--- config.mk ---
export PLATFORM = sky130hd
export DESIGN_NAME = adc_sequencer
export DESIGN_NICKNAME = d
export VERILOG_FILES = /design/src/rtl/adc_seq_pkg.sv /design/src/rtl/adc_seq_clkdiv.sv /design/src/rtl/adc_seq_ctrl.sv /design/src/rtl/adc_seq_data.sv /design/src/rtl/adc_sequencer.sv
export SDC_FILE = /design/constraint.sdc
export NUM_CORES = 1
export LEC_CHECK = 0
export ABC_AREA = 1
export ABC_CLOCK_PERIOD_IN_PS = 5700
export CAP_MARGIN = 15
export CELL_PAD_IN_SITES_DETAIL_PLACEMENT = 1
export CELL_PAD_IN_SITES_GLOBAL_PLACEMENT = 1
export CORE_MARGIN = 1
export CORE_UTILIZATION = 50
export CTS_BUF_LIST = sky130_fd_sc_hd__clkbuf_16
export CTS_CLUSTER_SIZE = 40
export DETAILED_ROUTE_END_ITERATION = 8
export DONT_BUFFER_PORTS = 1
export PLACE_DENSITY_LB_ADDON = 0.1
export RECOVER_POWER = 100
export SLEW_MARGIN = 20
export SYNTH_ARGS = -nofsm -noshare
export SYNTH_HDL_FRONTEND = slang
export SYNTH_SLANG_ARGS = --single-unit
export TNS_END_PERCENT = 30
--- constraint.sdc ---
create_clock -name clk -period 5.7 [get_ports clk]
set_input_delay 0.57 -clock clk [delete_from_list [all_inputs] [get_ports clk]]
set_output_delay 0.57 -clock clk [all_outputs]
set_load 0.1 [all_outputs]
--- src/rtl/adc_seq_pkg.sv ---
package adc_seq_pkg;
  localparam int CYC_W = 5;
  localparam int FIRST_LEN = 25;
  localparam int NORM_LEN = 13;
  localparam int FIRST_SAMPLE = 15;
  localparam int NORM_SAMPLE = 2;

  typedef enum logic [1:0] {
    MODE_SINGLE = 2'd0,
    MODE_FREE   = 2'd1,
    MODE_AUTO   = 2'd2,
    MODE_SPARE  = 2'd3
  } conv_mode_t;

  typedef struct packed {
    logic sampleNow;
    logic commitNow;
  } seq_strobe_t;
endpackage

--- src/rtl/adc_seq_clkdiv.sv ---
module adc_seq_clkdiv #(
  parameter int SEL_W = 3,
  parameter int CNT_W = 7
) (
  input  logic             clk,
  input  logic             rst_n,
  input  logic             enable,
  input  logic [SEL_W-1:0] prescSel,
  input  logic             reload,
  output logic             tick,
  output logic             halfTick
);
  logic [CNT_W-1:0] phaseCnt;
  logic [CNT_W:0]   divisor;
  logic [CNT_W:0]   halfVal;

  always_comb begin
    if (prescSel <= SEL_W'(1)) divisor = (CNT_W+1)'(2);
    else divisor = (CNT_W+1)'(1) << prescSel;
    halfVal = divisor >> 1;
  end

  assign tick     = enable && ({1'b0, phaseCnt} >= divisor - 1'b1);
  assign halfTick = enable && ({1'b0, phaseCnt} == halfVal - 1'b1);

  always_ff @(posedge clk or negedge rst_n) begin
    if (!rst_n) phaseCnt <= '0;
    else if (!enable) phaseCnt <= '0;
    else if (reload) phaseCnt <= halfVal[CNT_W-1:0];
    else if (tick) phaseCnt <= '0;
    else phaseCnt <= phaseCnt + 1'b1;
  end
endmodule

--- src/rtl/adc_seq_ctrl.sv ---
module adc_seq_ctrl
  import adc_seq_pkg::*;
#(
  parameter int SEL_W = 3,
  parameter int CNT_W = 7,
  parameter int SYNC_STAGES = 2
) (
  input  logic             clk,
  input  logic             rst_n,
  input  logic             enable,
  input  logic [1:0]       modeSel,
  input  logic [SEL_W-1:0] prescSel,
  input  logic             startSet,
  input  logic             flagClear,
  input  logic             trigIn,
  output seq_strobe_t      strobes,
  output logic             startBit,
  output logic             busy,
  output logic             doneFlag
);
  logic [SYNC_STAGES-1:0] trigSync;
  logic trigPrev, trigEvt, autoFire, tick, halfTick;
  logic firstConv, lastCyc;
  logic [CYC_W-1:0] cycCnt, convLen, samplePt;

  // two synchroniser flops plus the edge register give three cycles of delay
  always_ff @(posedge clk or negedge rst_n) begin
    if (!rst_n) begin
      trigSync <= '0;
      trigPrev <= 1'b0;
      trigEvt  <= 1'b0;
    end else begin
      trigSync <= {trigSync[SYNC_STAGES-2:0], trigIn};
      trigPrev <= trigSync[SYNC_STAGES-1];
      trigEvt  <= trigSync[SYNC_STAGES-1] && !trigPrev;
    end
  end

  assign autoFire = trigEvt && enable && (modeSel == MODE_AUTO) && !startBit;

  adc_seq_clkdiv #(.SEL_W(SEL_W), .CNT_W(CNT_W)) divider (
    .clk(clk), .rst_n(rst_n), .enable(enable), .prescSel(prescSel),
    .reload(autoFire), .tick(tick), .halfTick(halfTick)
  );

  assign convLen  = firstConv ? CYC_W'(FIRST_LEN) : CYC_W'(NORM_LEN);
  assign samplePt = firstConv ? CYC_W'(FIRST_SAMPLE) : CYC_W'(NORM_SAMPLE);
  assign lastCyc  = busy && (cycCnt == convLen);

  assign strobes.sampleNow = busy && halfTick && (cycCnt == samplePt);
  assign strobes.commitNow = tick && lastCyc;

  always_ff @(posedge clk or negedge rst_n) begin
    if (!rst_n) begin
      busy      <= 1'b0;
      startBit  <= 1'b0;
      firstConv <= 1'b1;
      cycCnt    <= '0;
    end else if (!enable) begin
      busy      <= 1'b0;
      startBit  <= 1'b0;
      firstConv <= 1'b1;
      cycCnt    <= '0;
    end else begin
      if ((startSet && !startBit) || autoFire) startBit <= 1'b1;
      if (tick) begin
        if (lastCyc) begin
          firstConv <= 1'b0;
          if (modeSel == MODE_FREE) cycCnt <= CYC_W'(1);
          else begin
            busy     <= 1'b0;
            startBit <= 1'b0;
            cycCnt   <= '0;
          end
        end else if (busy) begin
          cycCnt <= cycCnt + 1'b1;
        end else if (startBit) begin
          busy   <= 1'b1;
          cycCnt <= CYC_W'(1);
        end
      end
    end
  end

  always_ff @(posedge clk or negedge rst_n) begin
    if (!rst_n) doneFlag <= 1'b0;
    else if (strobes.commitNow) doneFlag <= 1'b1;
    else if (flagClear) doneFlag <= 1'b0;
  end
endmodule

--- src/rtl/adc_seq_data.sv ---
module adc_seq_data
  import adc_seq_pkg::*;
#(
  parameter int DATA_W = 10
) (
  input  logic              clk,
  input  logic              rst_n,
  input  seq_strobe_t       strobes,
  input  logic [DATA_W-1:0] analogIn,
  output logic [DATA_W-1:0] result
);
  logic [DATA_W-1:0] heldVal;

  always_ff @(posedge clk or negedge rst_n) begin
    if (!rst_n) begin
      heldVal <= '0;
      result  <= '0;
    end else begin
      if (strobes.sampleNow) heldVal <= analogIn;
      if (strobes.commitNow) result <= heldVal;
    end
  end
endmodule

--- src/rtl/adc_sequencer.sv ---
module adc_sequencer
  import adc_seq_pkg::*;
#(
  parameter int DATA_W = 10,
  parameter int SEL_W  = 3,
  localparam int MAX_DIV = 1 << ((1 << SEL_W) - 1),
  localparam int CNT_W   = $clog2(MAX_DIV)
) (
  input  logic              clk,
  input  logic              rst_n,
  input  logic              enable,
  input  logic [1:0]        modeSel,
  input  logic [SEL_W-1:0]  prescSel,
  input  logic              startSet,
  input  logic              flagClear,
  input  logic              trigIn,
  input  logic [DATA_W-1:0] analogIn,
  output logic              startBit,
  output logic              busy,
  output logic              sampleStrobe,
  output logic              doneFlag,
  output logic [DATA_W-1:0] result
);
  seq_strobe_t strobes;

  adc_seq_ctrl #(.SEL_W(SEL_W), .CNT_W(CNT_W), .SYNC_STAGES(2)) ctrl (
    .clk(clk), .rst_n(rst_n), .enable(enable), .modeSel(modeSel),
    .prescSel(prescSel), .startSet(startSet), .flagClear(flagClear),
    .trigIn(trigIn), .strobes(strobes), .startBit(startBit),
    .busy(busy), .doneFlag(doneFlag)
  );

  adc_seq_data #(.DATA_W(DATA_W)) data (
    .clk(clk), .rst_n(rst_n), .strobes(strobes),
    .analogIn(analogIn), .result(result)
  );

  assign sampleStrobe = strobes.sampleNow;
endmodule

==> summary.md <==
| Metric | Value |
|---|---|
| Status | finished with violations |
| Failing checks | capacitance limit, slew limit |
| Slew HR | -0.3872 |
| Post-placement cell count | 350 |
| Non-Filler Instances | 359 |
| # DRC | 0 |
| Clk pin slew, worst setup/hold paths | about 0.060 ns |
| GP Congestion | 0.8239 |
| Die area | 5142 sq um |
| H-tree depth | 2 |
| Vias | ~2000 |
| Synth warnings | 0 |
| DR pass1 iterations | 4 |
| Peak VDD IR | 0.1156 mV |
| Cell Pwr Density | 286.9 nW/um^2 |
| Crit start category | flop |
| Crit end category | primary output |
| Syn avg cell area | 7.864 sq um |
| Period utilization | 0.7202 |
| Dpl hpwl | between 4000 and 5000 microns |
| Vias in the first global route | approximately 2000 |
| Sum Neg Setup Slack | 0 ns |
| Antenna violations before repair | 0 |
| Worst hold path class | in -> async |
| Count of final setup violators | 0 |
| Library cells used by synthesis | 31 |
| Num CTS Buffers | 5 |
| Crit-path cells | nand2_1 > nor2_1 > nand2_1 > nor2_1 > nand3_1 > nor2_1 > nand3_1 > inv_1 |
| DR vias/cell | 5.529 |
| Die Span Y | 71.71 microns |
| Syn nets | about 340 |
| Commonest non-fill, non-tap cell in the layout | nand2_1 |
| Share of layout cells above drive strength 1 | 0.06840 |
| Max_cap viols | 1 |
| Routed Antenna Nets | 0 |
| Yosys reg bits | 40 |
| Design Power | 726.3 uW |
| Initial core utilization | 0.5394 |
| Total grt overflow | 0 |
| Minimum clock period | 4.105 ns |
| Area Growth Syn to Fin | 4.171% |
| DR WL/cell | 16.11 microns |
| FF-to-FF path depth | 9 |
| Post-synth EDFFs | 0 |
| FFs w/ async S/R, synth | 1.000 |
| Critical R2R Launch | ctrl.busy |
| Fmax | about 0.24 GHz |
| Max incr delay on CP | between 0.9 and 1 ns |
| Initial DRC count | ~100 |
| Longest Clk Path Bufs | 2 |
| Primary FF master, synth | dfrtp_1 |
| Die Span X | 71.71 microns |
| Clk root buf | clkbuf_16 |
| Post-synthesis sequential area ratio | 0.4125 |
| Synth Instances | 309 |
| Largest net degree at the start of global routing | 40 |
| Worst r2r dst | data.heldVal[0] |
| # nets final | 338 |
| Critical path class | reg -> out |
| Commonest non-fill, non-tap cells in the layout | nand2_1 (80), inv_1 (44), dfrtp_1 (39) |
| Worst path most repeated cell | nor2_1 |
| Delay-heaviest family, CP | simple AND/OR/NAND/NOR gates |
| Leak pwr | 0.001268 uW |
| Post CTS Setup Buffer Count | 0 |
| First-pass GRT wire length | 9604 microns |
| Setup ws final | 1.595 ns |
| Area of the core | ~4500 sq um |
| Unrepaired setup endpoints after global routing | no |
| Worst-Skew Late Latency | 0.28 ns |
| # diodes | 0 |
| Clock skew | 0.004204 ns |
| Fillers | between 500 and 600 |
| Pins Over Slew Limit | 40 |
| Port bufs | 0 |
| Flop-to-flop setup slack | 2.87 ns |
| Ports | 35 |
| Worst slack at placement | ~2 ns |
| Worst path buffer plus inverter count | 1 |
| CTS tree | yes |
| Number of clock sinks | 40 |
| Core Rows | 24 |
| GRT Total Usage | 0.2453 |
| Final count of hold timing violations | 0 |
| Slew @ Worst Pin | 2.081 ns |
| Required time of the critical path | 5.13 ns |
| Critical Path Slowest Stage Cell | dfrtp_1 |
| Worst path arrival time | between 3 and 4 ns |
| Post-Syn Area | 2430 sq um |
| Hold_ws | around 0.13 ns |
| Worst-path fanout max | 11 |
| Wirelength, routed | 5782 microns |
## cell type report
| class | instances | area [sq um] | area share |
|---|---|---|---|
| Clock inverter | 3 | 63.81 | 0.02521 |
| Sequential cell | 40 | 1002 | 0.3959 |
| Clock buffer | 5 | 125.1 | 0.04943 |
| Timing Repair Buffer | 1 | 3.754 | 0.001483 |
| Tap cell | 52 | 65.06 | 0.02570 |
| Inverter | 45 | 168.9 | 0.06673 |
| Multi-Input combinational cell | 213 | 1102 | 0.4355 |
## per-layer routing
layer | vias to the layer above | GRT usage | share of wire
met1 | 960 | 0.3321 | 0.48
li1 | 981 | - | -
met3 | 6 | 0.03938 | 0.028
met5 | - | 0 | 0
met2 | 38 | 0.4046 | 0.48
met4 | 0 | 0.07843 | 0.013
## sequential cells by signal, indices dropped and copies added (netlist names)
name,cells
ctrl.busy,1
ctrl.cycCnt,5
ctrl.divider.phaseCnt,7
ctrl.doneFlag,1
ctrl.firstConv,1
ctrl.startBit,1
ctrl.trigEvt,1
ctrl.trigPrev,1
ctrl.trigSync,2
data.heldVal,10
data.result,10
## stage by stage
stage | util | instance area [sq um]
after global placement | 0.5369 | 2419
after detailed placement | 0.5369 | 2419
after CTS | 0.5833 | 2628
after floorplan | - | 2430
final | 0.5619 | 2531
after global routing | 0.5619 | 2531
## Yosys cell counts, types with 5 or more instances
| cell type | n | area, sq um |
|---|---|---|
| o21ai_2 | 12 | 105.1 |
| o21ai_0 | 11 | 55.05 |
| dfrtp_1 | 39 | 975.9 |
| nand3_1 | 16 | 80.08 |
| nand2_1 | 79 | 296.5 |
| inv_1 | 43 | 161.4 |
| nand2_2 | 5 | 31.28 |
| a21oi_1 | 10 | 50.05 |
| nor2_1 | 24 | 90.09 |
| ha_1 | 11 | 137.6 |
| nand4_1 | 14 | 87.58 |
## cell families after synthesis
kind of cell / synth area share
AOI/OAI and AO/OA: 0.09784
xor gates and xnor gates: 0.02883
adders and majority gates: 0.05664
buffers and inverters: 0.1009
DFF: 0.4125
other: 0.001543
and+or+nand+nor: 0.3018
## worst max path at each step
stage	from	end	slack (ns)	cells past startpoint
final	ctrl.busy	sampleStrobe	1.60	8
after global placement	prescSel[1]	sampleStrobe	2.21	13
after detailed placement	prescSel[1]	sampleStrobe	2.06	13
after global routing	ctrl.busy	sampleStrobe	1.36	8
after floorplan	prescSel[2]	sampleStrobe	2.56	14
after CTS	ctrl.busy	sampleStrobe	1.94	8
## what timing repair did
item / 4_1_cts / 5_1_grt
resized for setup: 0 / 0
hold buffers: 1 / 0
hold endpoints to repair: 39 / 0
## power breakdown
part	leakage (uW)	internal, uW	switching (uW)	total [uW]
registers	0.000541	290	12.0	302
logic	0.000632	19.8	42.6	62.4
clock network	0.0000952	249	113	362
total	0.00127	559	168	726
No activity file was read; power rests on OpenSTA's default activity.
